[src/rtl/ratio_mon_pkg.sv]
package ratio_mon_pkg;

  localparam int NUM_RATIOS = 6;
  localparam int CODE_W     = 3;

  typedef logic [CODE_W-1:0] code_t;

  localparam code_t CODE_NONE = code_t'(7);

  // Ratios ascend as 2u, 3u, 4u, 6u, 8u, 12u for a unit u.
  function automatic int ratio_of(input int idx, input int unit_clks);
    int mult;
    mult = (idx % 2 == 0) ? 2 : 3;
    return mult * (unit_clks << (idx / 2));
  endfunction

endpackage

[src/rtl/rm_init_seq.sv]
module rm_init_seq #(
  parameter int INIT_CYCLES = 1024
) (
  input  logic clk,
  input  logic rst_n,
  input  logic restart_i,
  output logic ready_o
);

  localparam int IW = (INIT_CYCLES > 1) ? $clog2(INIT_CYCLES) : 1;
  localparam logic [IW-1:0] LAST = IW'(INIT_CYCLES - 1);

  logic [IW-1:0] cnt_q, cnt_d;
  logic          ready_q, ready_d;

  always_comb begin
    cnt_d   = cnt_q;
    ready_d = ready_q;
    if (restart_i) begin
      cnt_d   = '0;
      ready_d = 1'b0;
    end else if (!ready_q) begin
      if (cnt_q == LAST) ready_d = 1'b1;
      else               cnt_d   = cnt_q + 1'b1;
    end
  end

  always_ff @(posedge clk or negedge rst_n) begin
    if (!rst_n) begin
      cnt_q   <= '0;
      ready_q <= 1'b0;
    end else begin
      cnt_q   <= cnt_d;
      ready_q <= ready_d;
    end
  end

  assign ready_o = ready_q;

  // ready cannot appear before the window has been counted out
  a_r3_no_early_ready: assert property (@(posedge clk) disable iff (!rst_n)
    (!ready_q && cnt_q != LAST) |=> !ready_q);

  // a restart request always ends in a not-ready state
  a_r5_restart_drops_ready: assert property (@(posedge clk) disable iff (!rst_n)
    restart_i |=> !ready_o);

endmodule

[src/rtl/rm_period_meter.sv]
module rm_period_meter #(
  parameter int TIMEOUT = 960,
  parameter int CNT_W   = 10
) (
  input  logic             clk,
  input  logic             rst_n,
  input  logic             wclk_i,
  output logic             rise_o,
  output logic [CNT_W-1:0] meas_o,
  output logic             timeout_o
);

  localparam logic [CNT_W-1:0] TMO = CNT_W'(TIMEOUT);

  logic             wclk_q;
  logic [CNT_W-1:0] cnt_q, cnt_d;
  logic             rise;

  assign rise = wclk_i & ~wclk_q;

  always_comb begin
    cnt_d = cnt_q;
    if (rise)              cnt_d = '0;
    else if (cnt_q != TMO) cnt_d = cnt_q + 1'b1;
  end

  always_ff @(posedge clk or negedge rst_n) begin
    if (!rst_n) begin
      wclk_q <= 1'b0;
      cnt_q  <= '0;
    end else begin
      wclk_q <= wclk_i;
      cnt_q  <= cnt_d;
    end
  end

  assign rise_o    = rise;
  assign meas_o    = cnt_q + 1'b1;
  assign timeout_o = (cnt_q == TMO) && !rise;

  // the counter restarts at every rising edge of the word clock
  a_r7_count_restarts: assert property (@(posedge clk) disable iff (!rst_n)
    rise |=> (meas_o == CNT_W'(1)));

endmodule

[src/rtl/rm_ratio_class.sv]
module rm_ratio_class
  import ratio_mon_pkg::*;
#(
  parameter int CNT_W      = 10,
  parameter int RATIO_UNIT = 64,
  parameter int CLS_TOL    = 8
) (
  input  logic [CNT_W-1:0] meas_i,
  output code_t            code_o
);

  logic [NUM_RATIOS-1:0] hit;

  for (genvar g = 0; g < NUM_RATIOS; g++) begin : g_win
    localparam int R = ratio_of(g, RATIO_UNIT);
    assign hit[g] = (int'(meas_i) >= R - CLS_TOL) && (int'(meas_i) <= R + CLS_TOL);
  end

  always_comb begin
    code_o = CODE_NONE;
    for (int i = NUM_RATIOS - 1; i >= 0; i--) begin
      if (hit[i]) code_o = code_t'(i);
    end
  end

endmodule

[src/rtl/clk_ratio_sync_mon.sv]
module clk_ratio_sync_mon
  import ratio_mon_pkg::*;
#(
  parameter int INIT_CYCLES  = 1024,
  parameter int RATIO_UNIT   = 64,
  parameter int CLS_TOL      = 8,
  parameter int DRIFT_BCK    = 6,
  parameter int BCK_PER_WORD = 64,
  parameter int TIMEOUT      = 960
) (
  input  logic       sys_clk,
  input  logic       sys_rst_n,
  input  logic       word_clk,
  output logic [2:0] ratio_code,
  output logic       sys_ready,
  output logic       ratio_lock,
  output logic       force_midscale
);

  localparam int CNT_W     = $clog2(TIMEOUT + 2);
  localparam int NUM_SLOTS = 1 << CODE_W;

  logic             rise, timeout;
  logic [CNT_W-1:0] meas;
  code_t            cls;
  logic             restart;
  logic             ready;

  rm_period_meter #(.TIMEOUT(TIMEOUT), .CNT_W(CNT_W)) u_meter (
    .clk(sys_clk), .rst_n(sys_rst_n), .wclk_i(word_clk),
    .rise_o(rise), .meas_o(meas), .timeout_o(timeout)
  );

  rm_ratio_class #(.CNT_W(CNT_W), .RATIO_UNIT(RATIO_UNIT), .CLS_TOL(CLS_TOL)) u_class (
    .meas_i(meas), .code_o(cls)
  );

  rm_init_seq #(.INIT_CYCLES(INIT_CYCLES)) u_init (
    .clk(sys_clk), .rst_n(sys_rst_n), .restart_i(restart), .ready_o(ready)
  );

  // Expected period and drift window per code, computed at elaboration.
  logic [CNT_W-1:0] exp_tab [NUM_SLOTS];
  logic [CNT_W-1:0] thr_tab [NUM_SLOTS];

  for (genvar g = 0; g < NUM_SLOTS; g++) begin : g_tab
    if (g < NUM_RATIOS) begin : g_used
      localparam int R = ratio_of(g, RATIO_UNIT);
      assign exp_tab[g] = CNT_W'(R);
      assign thr_tab[g] = CNT_W'(DRIFT_BCK * R / BCK_PER_WORD);
    end else begin : g_spare
      assign exp_tab[g] = '0;
      assign thr_tab[g] = '0;
    end
  end

  logic             locked_q, locked_d;
  code_t            code_q, code_d;
  code_t            prev_q, prev_d;
  logic             seen_q, seen_d;
  logic [CNT_W-1:0] expect_cnt, limit_cnt, dev;
  logic             drift;

  assign expect_cnt = exp_tab[code_q];
  assign limit_cnt  = thr_tab[code_q];
  assign dev        = (meas > expect_cnt) ? (meas - expect_cnt) : (expect_cnt - meas);
  assign drift      = dev > limit_cnt;

  always_comb begin
    locked_d = locked_q;
    code_d   = code_q;
    prev_d   = prev_q;
    seen_d   = seen_q;
    restart  = 1'b0;
    if (timeout) begin
      locked_d = 1'b0;
      code_d   = CODE_NONE;
      prev_d   = CODE_NONE;
      seen_d   = 1'b0;
      restart  = locked_q;
    end else if (rise) begin
      if (!seen_q) begin
        seen_d = 1'b1;
        prev_d = CODE_NONE;
      end else if (locked_q) begin
        if (drift) begin
          locked_d = 1'b0;
          code_d   = CODE_NONE;
          prev_d   = CODE_NONE;
          restart  = 1'b1;
        end else begin
          prev_d = cls;
        end
      end else begin
        prev_d = cls;
        if (cls != CODE_NONE && cls == prev_q) begin
          locked_d = 1'b1;
          code_d   = cls;
        end
      end
    end
  end

  always_ff @(posedge sys_clk or negedge sys_rst_n) begin
    if (!sys_rst_n) begin
      locked_q <= 1'b0;
      code_q   <= CODE_NONE;
      prev_q   <= CODE_NONE;
      seen_q   <= 1'b0;
    end else begin
      locked_q <= locked_d;
      code_q   <= code_d;
      prev_q   <= prev_d;
      seen_q   <= seen_d;
    end
  end

  assign ratio_code     = code_q;
  assign sys_ready      = ready;
  assign ratio_lock     = locked_q;
  assign force_midscale = !ready || !locked_q;

  // lock only rises on a word-clock edge
  a_r2_lock_on_edge: assert property (@(posedge sys_clk) disable iff (!sys_rst_n)
    $rose(ratio_lock) |-> $past(rise));

  // reported code is legal exactly while locked
  a_r2_code_legal_locked: assert property (@(posedge sys_clk) disable iff (!sys_rst_n)
    ratio_lock |-> (ratio_code < 3'd6));

  a_r2_code_none_unlocked: assert property (@(posedge sys_clk) disable iff (!sys_rst_n)
    !ratio_lock |-> (ratio_code == 3'd7));

  // excessive deviation while locked drops lock and readiness
  a_r5_drift_reinit: assert property (@(posedge sys_clk) disable iff (!sys_rst_n)
    (locked_q && rise && drift) |=> (!ratio_lock && !sys_ready && force_midscale));

  // a silent word clock releases lock
  a_r7_timeout_unlocks: assert property (@(posedge sys_clk) disable iff (!sys_rst_n)
    timeout |=> !ratio_lock);

endmodule

[config.mk]
export PLATFORM = sky130hd
export DESIGN_NAME = clk_ratio_sync_mon
export DESIGN_NICKNAME = d
export VERILOG_FILES = /design/src/rtl/ratio_mon_pkg.sv /design/src/rtl/rm_init_seq.sv /design/src/rtl/rm_period_meter.sv /design/src/rtl/rm_ratio_class.sv /design/src/rtl/clk_ratio_sync_mon.sv
export SDC_FILE = /design/constraint.sdc
export NUM_CORES = 1
export LEC_CHECK = 0
export BUFFER_PORTS_ARGS = -buffer_cell sky130_fd_sc_hd__buf_2
export CAP_MARGIN = 15
export CORE_ASPECT_RATIO = 0.6
export CORE_MARGIN = 4
export CORE_UTILIZATION = 38
export DETAILED_ROUTE_END_ITERATION = 7
export HOLD_SLACK_MARGIN = 0.08
export PLACE_DENSITY = 0.51
export SLEW_MARGIN = 10
export SYNTH_ARGS = -nofsm -noshare
export SYNTH_HDL_FRONTEND = slang
export SYNTH_HIERARCHICAL = 1
export SYNTH_SLANG_ARGS = --single-unit
[constraint.sdc]
create_clock -name sys_clk -period 5.9 [get_ports sys_clk]
set_clock_uncertainty 0.05 [all_clocks]
set_input_delay 1.475 -clock sys_clk [delete_from_list [all_inputs] [get_ports sys_clk]]
set_output_delay 1.475 -clock sys_clk [all_outputs]
set_load 0.005 [all_outputs]
==> impl_metrics.json, run 1 <==
{
  "status": "completed",
  "cts.path.max_buffers": 2,
  "synth.distinct_cells": 69,
  "fin_nets": 354,
  "initial_core_util_pct": 39.0,
  "cts_tree": "yes",
  "cts_buffers": 5,
  "grtUsageMet3_pct": 4.88,
  "ys_warn_count": 6,
  "synth_edf_count": 0,
  "cts_resized": 0,
  "grt_pass1_vias": 2149,
  "use_met1_pct": 25.3,
  "routed_via_density": 5.50,
  "tns_ps": 0,
  "hold_depth": 2,
  "track_usage_pct": 15.7,
  "top_usage_layer": "met1",
  "antenna_cells": 0,
  "worst_pin_slew_ps": 838,
  "synth_compound_area_share_pct": 19.3,
  "period_needed_ps": 5240,
  "crit_slowest_cell": "xor2_1",
  "syn_to_final_growth_pct": 9.35,
  "clk_pin_slew_worst_paths_ps": 50,
  "routed-via-count": 2374,
  "antenna_found_initial": 0,
  "critPathTopFamily": "simple AND/OR/NAND/NOR gates",
  "worstPathBufferInverterCount": 0,
  "syn_nets": 347,
  "cts_sinks": 30,
  "route.final.wire_length_mm": 6.64,
  "rsz0062_at_grt": "false",
  "cp_data_required_time_ps": 6050,
  "seq_area_frac_synth_pct": 26.7,
  "clock_tree.root_cell": "clkbuf_16",
  "ff2ff_path_depth": 19,
  "synth_top_family_by_area": "simple AND/OR/NAND/NOR gates",
  "crit_start": "u_meter/cnt_q[7]",
  "power.density_nw_per_um2": 459,
  "rows": 24,
  "crit_chain": "nand3_1, nor3_1, xor2_1, ha_1, a21oi_1, and2_4, a31o_4, o31ai_1, xnor2_1, ha_1, nand4_1, o32ai_1, a21oi_1, and2_1, a31oi_2, nand2_1, nor3b_1, o21ai_0, nand3_1",
  "coreArea_sq_um": 7270,
  "ant_nets": 0,
  "fmax_mhz": 191,
  "cts_max_level": 2,
  "die_h_microns": 74.9,
  "p_leak_nw": 1.29,
  "synth-async-reset-ratio_pct": 100,
  "yosys.area_share.simple_pct": 28.1,
  "hpwl_mm": 5.14,
  "fin_area_sq_um": 3100,
  "syn_area_per_cell_sq_um": 8.84,
  "path_class": "flip-flop to flip-flop",
  "crit_arrival_ps": 5390,
  "power_mw": 1.42,
  "use_met2_pct": 19.9,
  "hold_viol": 0,
  "cp-start-kind": "flip-flop",
  "remaining_drc_errors": 0,
  "wire_per_inst_microns": 15.4,
  "slew_headroom_pct": 43.7,
  "cp.depth": 19,
  "die_w_microns": 120,
  "clk_latency_ps": 270,
  "period_share_pct": 88.8,
  "end_kind": "flip-flop",
  "ys.flop_type": "dfrtp_1",
  "ys_ff_latch": 30,
  "grt_max_degree": 31,
  "grt-ovfl-total": 0,
  "io_buffer_count": 8,
  "postCtsSetupBuffers": 0,
  "synthesis.area_sq_um": 2840,
  "drive_gt1_share_pct": 17.7,
  "crit_fanout": 17,
  "finalMaxSlewViolations": 0,
  "r2r-start": "u_meter/cnt_q[7]",
  "synthXorXnorAreaFrac_pct": 4.94,
  "io_pins": 9,
  "setup_violations": 0,
  "grt_pass1_wl_mm": 11.1,
  "synth-adder-area-share_pct": 10.4,
  "postSynthCellCount": 321,
  "cts_hold_buf": 0,
  "drt-initial-drc-count": 186,
  "peakVddDrop_v": 0.000125,
  "cp_slowest_stage_delay_ps": 570,
  "gp_congestion": 0.814,
  "postPlaceCellArea_sq_um": 2960,
  "drv_cap": 0,
  "min_from": "seen_q",
  "holdCritPathClass": "flip-flop to flip-flop",
  "die_area_sq_um": 8960,
  "synthMuxAreaShare_pct": 5.21,
  "drt-pass1-iter-count": 5
}
-- per-stage QoR --
step                      util, %  worst slack (ps)  hold slack (ps)  cells
after floorplan                 -              1520              416    321
after global placement       40.7               880              430    425
after detailed placement     40.7               670              444    425
after CTS                    42.7               649              456    432
after global routing         42.7               101              498    432
final                        42.7               661              453    432
-- path summary, 6_finish.rpt --
kind	end	slack (ps)
worst min register to register	seen_q	450
worst max-delay path	u_init/cnt_q[1]	660
worst max register to register	u_init/cnt_q[1]	660
worst min-delay path	seen_q	450
min in group asynchronous	ratio_lock	1190
max in group asynchronous	u_meter/wclk_q	4170
-- registers in the layout, indices dropped and copies added (netlist names) --
signal          cells
prev_q              3
u_meter/wclk_q      1
u_meter/cnt_q      10
ratio_code          3
u_init/cnt_q       10
seen_q              1
ratio_lock          1
u_init/ready_o      1
-- cell type report --
| cell class | instances | area, sq um |
|---|---|---|
| fillers | 743 | 4170 |
| inverters | 20 | 75.1 |
| multi-input cells | 260 | 1930 |
| repair buffers | 11 | 62.6 |
| flip-flops and latches | 30 | 758 |
| clock buffers | 7 | 143 |
| well taps | 104 | 130 |
-- Yosys cell counts (2+ instances only) --
library cell / n / area (sq um)
o32ai_1: 2 / 17.5
mux2i_1: 8 / 80.1
nand2_1: 30 / 113
buf_6: 4 / 45.0
nor4b_1: 4 / 35.0
nand2b_1: 9 / 56.3
nor3b_1: 2 / 15.0
a21oi_1: 20 / 100
o31ai_1: 6 / 45.0
nor4_1: 2 / 12.5
a22oi_1: 2 / 15.0
xnor2_1: 6 / 52.6
or3_1: 5 / 31.3
dfstp_2: 6 / 158
o21ai_0: 6 / 30.0
o311a_2: 3 / 33.8
nor3_1: 13 / 65.1
mux2_4: 3 / 45.0
a211o_1: 3 / 26.3
a31oi_1: 4 / 25.0
clkbuf_1: 4 / 15.0
and3_1: 2 / 12.5
nor2b_1: 10 / 62.6
a211oi_2: 3 / 37.5
xor2_1: 10 / 87.6
nor2_1: 18 / 67.6
or2_2: 4 / 25.0
ha_1: 22 / 275
inv_1: 20 / 75.1
nand4_1: 6 / 37.5
o21a_1: 3 / 22.5
nand3_1: 12 / 60.1
a211oi_1: 7 / 52.6
nand3b_1: 4 / 30.0
dfrtp_1: 24 / 601
-- layer usage --
| layer | vias up | routed length, microns | part of all wire [%] |
|---|---|---|---|
| met5 | - | 0 | 0 |
| met4 | 0 | 32 | 0.48 |
| met3 | 4 | 489 | 7.4 |
| met2 | 62 | 2480 | 37 |
| met1 | 1119 | 3630 | 55 |
| li1 | 1189 | - | - |
-- power by group --
part	switching (mW)	total, mW	internal, mW
Clock	0.0829	0.248	0.165
Sequential	0.0883	0.350	0.262
Combinational	0.449	0.826	0.377
Total	0.620	1.42	0.803
-- layout by cell type (no fill, tap or decap), types with 9 or more instances in the layout --
cell type,synthesis,routed
nor2_1,18,18
nand2b_1,9,9
nor2b_1,10,10
inv_1,20,20
nand2_1,30,30
nand3_1,12,12
xor2_1,10,10
dfrtp_1,24,24
nor3_1,13,13
ha_1,22,22
a21oi_1,20,20
-- worst register-to-register path, cell delays in order, from the launching register on --
cell and delay [ps]:
dfrtp_1 410, nand3_1 280, nor3_1 400, xor2_1 570, ha_1 470, a21oi_1 220
and2_4 190, a31o_4 120, o31ai_1 80, xnor2_1 170, ha_1 360, nand4_1 80
o32ai_1 260, a21oi_1 100, and2_1 160, a31oi_2 230, nand2_1 400, nor3b_1 390
o21ai_0 130, nand3_1 100
-- cell families (layout without fill, tap and decap cells) --
group           after synthesis  in the layout
simple gates                136            136
buf+inv                      31             38
flops                        30             30
xor+xnor                     16             16
compound gates               72             72
fa+ha+maj                    23             23
mux                          13             13
(Power assumes the default switching activity.)
==> inputs of run 2 (changes only) <==
--- a/config.mk
+++ b/config.mk
@@ -9,10 +9,10 @@
 export CAP_MARGIN = 15
 export CORE_ASPECT_RATIO = 0.6
 export CORE_MARGIN = 4
-export CORE_UTILIZATION = 38
+export CORE_UTILIZATION = 50
 export DETAILED_ROUTE_END_ITERATION = 7
 export HOLD_SLACK_MARGIN = 0.08
-export PLACE_DENSITY = 0.51
+export PLACE_DENSITY = 0.64
 export SLEW_MARGIN = 10
 export SYNTH_ARGS = -nofsm -noshare
 export SYNTH_HDL_FRONTEND = slang
==> run 2 against run 1 <==
- maximum frequency is 1.3% higher
- flip-flop and latch count stayed put
- utilization is 15 points higher
- global-route usage is 3.8 points higher
- register-to-register slack better by 70 ps
- critical path depth stayed put
- non-clock buffer count is 1 higher
- design area is 2.5% lower
- critical endpoint unchanged
- first-iteration DRC count is 34% higher
==> impl_metrics.json, run 2 (synthesized netlist as in run 1, its figures left out) <==
{
  "p_leak_nw": 1.28,
  "final_cell_mix": "nand2_1 (30), dfrtp_1 (24), ha_1 (22)",
  "rsz0062_at_grt": "false",
  "die_h_microns": 66.3,
  "grt_pass1_wl_mm": 10.8,
  "clock_tree.root_cell": "clkbuf_8",
  "setup_violations": 0,
  "drv_cap": 0,
  "cts_sinks": 30,
  "track_usage_pct": 19.5,
  "tns_ps": 0,
  "crit_arrival_ps": 5330,
  "antenna_cells": 0,
  "remaining_drc_errors": 0,
  "period_share_pct": 87.6,
  "io_buffer_count": 8,
  "wire_per_inst_microns": 15.3,
  "clk_pin_slew_worst_paths_ps": 60,
  "r2r_slack_ps": 730,
  "final_common_cell": "nand2_1",
  "hold_viol": 0,
  "drt-initial-drc-count": 249,
  "grt_max_degree": 31,
  "worst_pin_slew_ps": 785,
  "hpwl_mm": 4.81,
  "peakVddDrop_v": 0.000183,
  "holdCritPathClass": "flip-flop to flip-flop",
  "cts_tree": "yes",
  "gp_congestion": 0.921,
  "io_pins": 9,
  "routed-via-count": 2370,
  "fill_cells": 473,
  "antenna_found_initial": 0,
  "die_area_sq_um": 6980,
  "ff_latch_area_sq_um": 758,
  "multiInputGateArea_sq_um": 1930,
  "finalMaxSlewViolations": 0,
  "grt_pass1_vias": 2093,
  "crit_fanout": 17,
  "cts_max_level": 2,
  "cts_hold_buf": 0,
  "reg_top3": "u_init/cnt_q x10, u_meter/cnt_q x10",
  "cp_data_required_time_ps": 6060,
  "grt-ovfl-total": 0,
  "drt-pass1-iter-count": 5,
  "die_w_microns": 105,
  "period_needed_ps": 5170,
  "end_kind": "flip-flop",
  "syn_to_final_growth_pct": 6.62,
  "route.final.wire_length_mm": 6.24,
  "slew_headroom_pct": 47.3,
  "fmax_mhz": 193,
  "ant_nets": 0,
  "drive_gt1_share_pct": 18.2,
  "timing.hold.ws_ps": 448,
  "coreArea_sq_um": 5280,
  "cts_resized": 0,
  "clk_latency_ps": 280,
  "rows": 20,
  "path_class": "flip-flop to flip-flop",
  "fin_nets": 355,
  "cts.path.max_buffers": 2,
  "cp-start-kind": "flip-flop",
  "initial_core_util_pct": 53.7,
  "power.density_nw_per_um2": 444,
  "fin_area_sq_um": 3020,
  "cts_buffers": 5,
  "postPlaceCellArea_sq_um": 2930,
  "postCtsSetupBuffers": 0,
  "routed_via_density": 5.82,
  "status": "completed"
}
run 2: final cells by class:
| class | count | share of cell area, % |
|---|---|---|
| sequential | 30 | 25.1 |
| inverter | 20 | 2.48 |
| clock buffer | 7 | 2.85 |
| multi-input combinational | 260 | 63.9 |
| tap | 77 | 3.19 |
| timing repair buffer | 12 | 2.32 |
| clock inverter | 1 | 0.165 |
run 2: path summary, 6_finish.rpt:
path	from	end	cells past startpoint
max reg2reg	u_meter/cnt_q[7]	u_init/cnt_q[1]	19
min reg2reg	seen_q	seen_q	2
max	u_meter/cnt_q[7]	u_init/cnt_q[1]	19
min	seen_q	seen_q	2
max in group asynchronous	sys_rst_n	u_meter/wclk_q	1
min in group asynchronous	sys_rst_n	ratio_lock	1
run 2: report_power, final:
group | internal [mW] | total, mW | switching, mW
clock | 0.0940 | 0.171 | 0.0766
sequential | 0.261 | 0.348 | 0.0872
combinational | 0.379 | 0.825 | 0.446
run 2: per-stage QoR:
step	worst slack (ps)	cells	power, mW	utilization, %
CTS	762	407	1.34	57.3
global placement	964	399	1.17	55.5
finish	729	407	1.34	57.3
detailed placement	783	399	1.16	55.5
floorplan	1520	321	0.996	-
global route	114	407	1.47	57.3
run 2: layer usage:
metal  track usage (%)  share of wire (%)  up-vias
met5                 0                  0        -
met4              2.45               0.40        0
met3              3.80                8.4        4
met2              23.6                 34      102
met1              33.8                 57     1075
li1                  -                  -     1189
run 2: worst max-delay path, stage by stage, from the launching register on:
cell and delay [ps]:
dfrtp_1 410, nand3_1 270, nor3_1 360, xor2_1 610
ha_1 460, a21oi_1 220, and2_4 190, a31o_4 120
o31ai_1 80, xnor2_1 170, ha_1 320, nand4_1 90
o32ai_1 280, a21oi_1 100, and2_1 160, a31oi_2 230
nand2_1 400, nor3b_1 370, o21ai_0 130, nand3_1 100
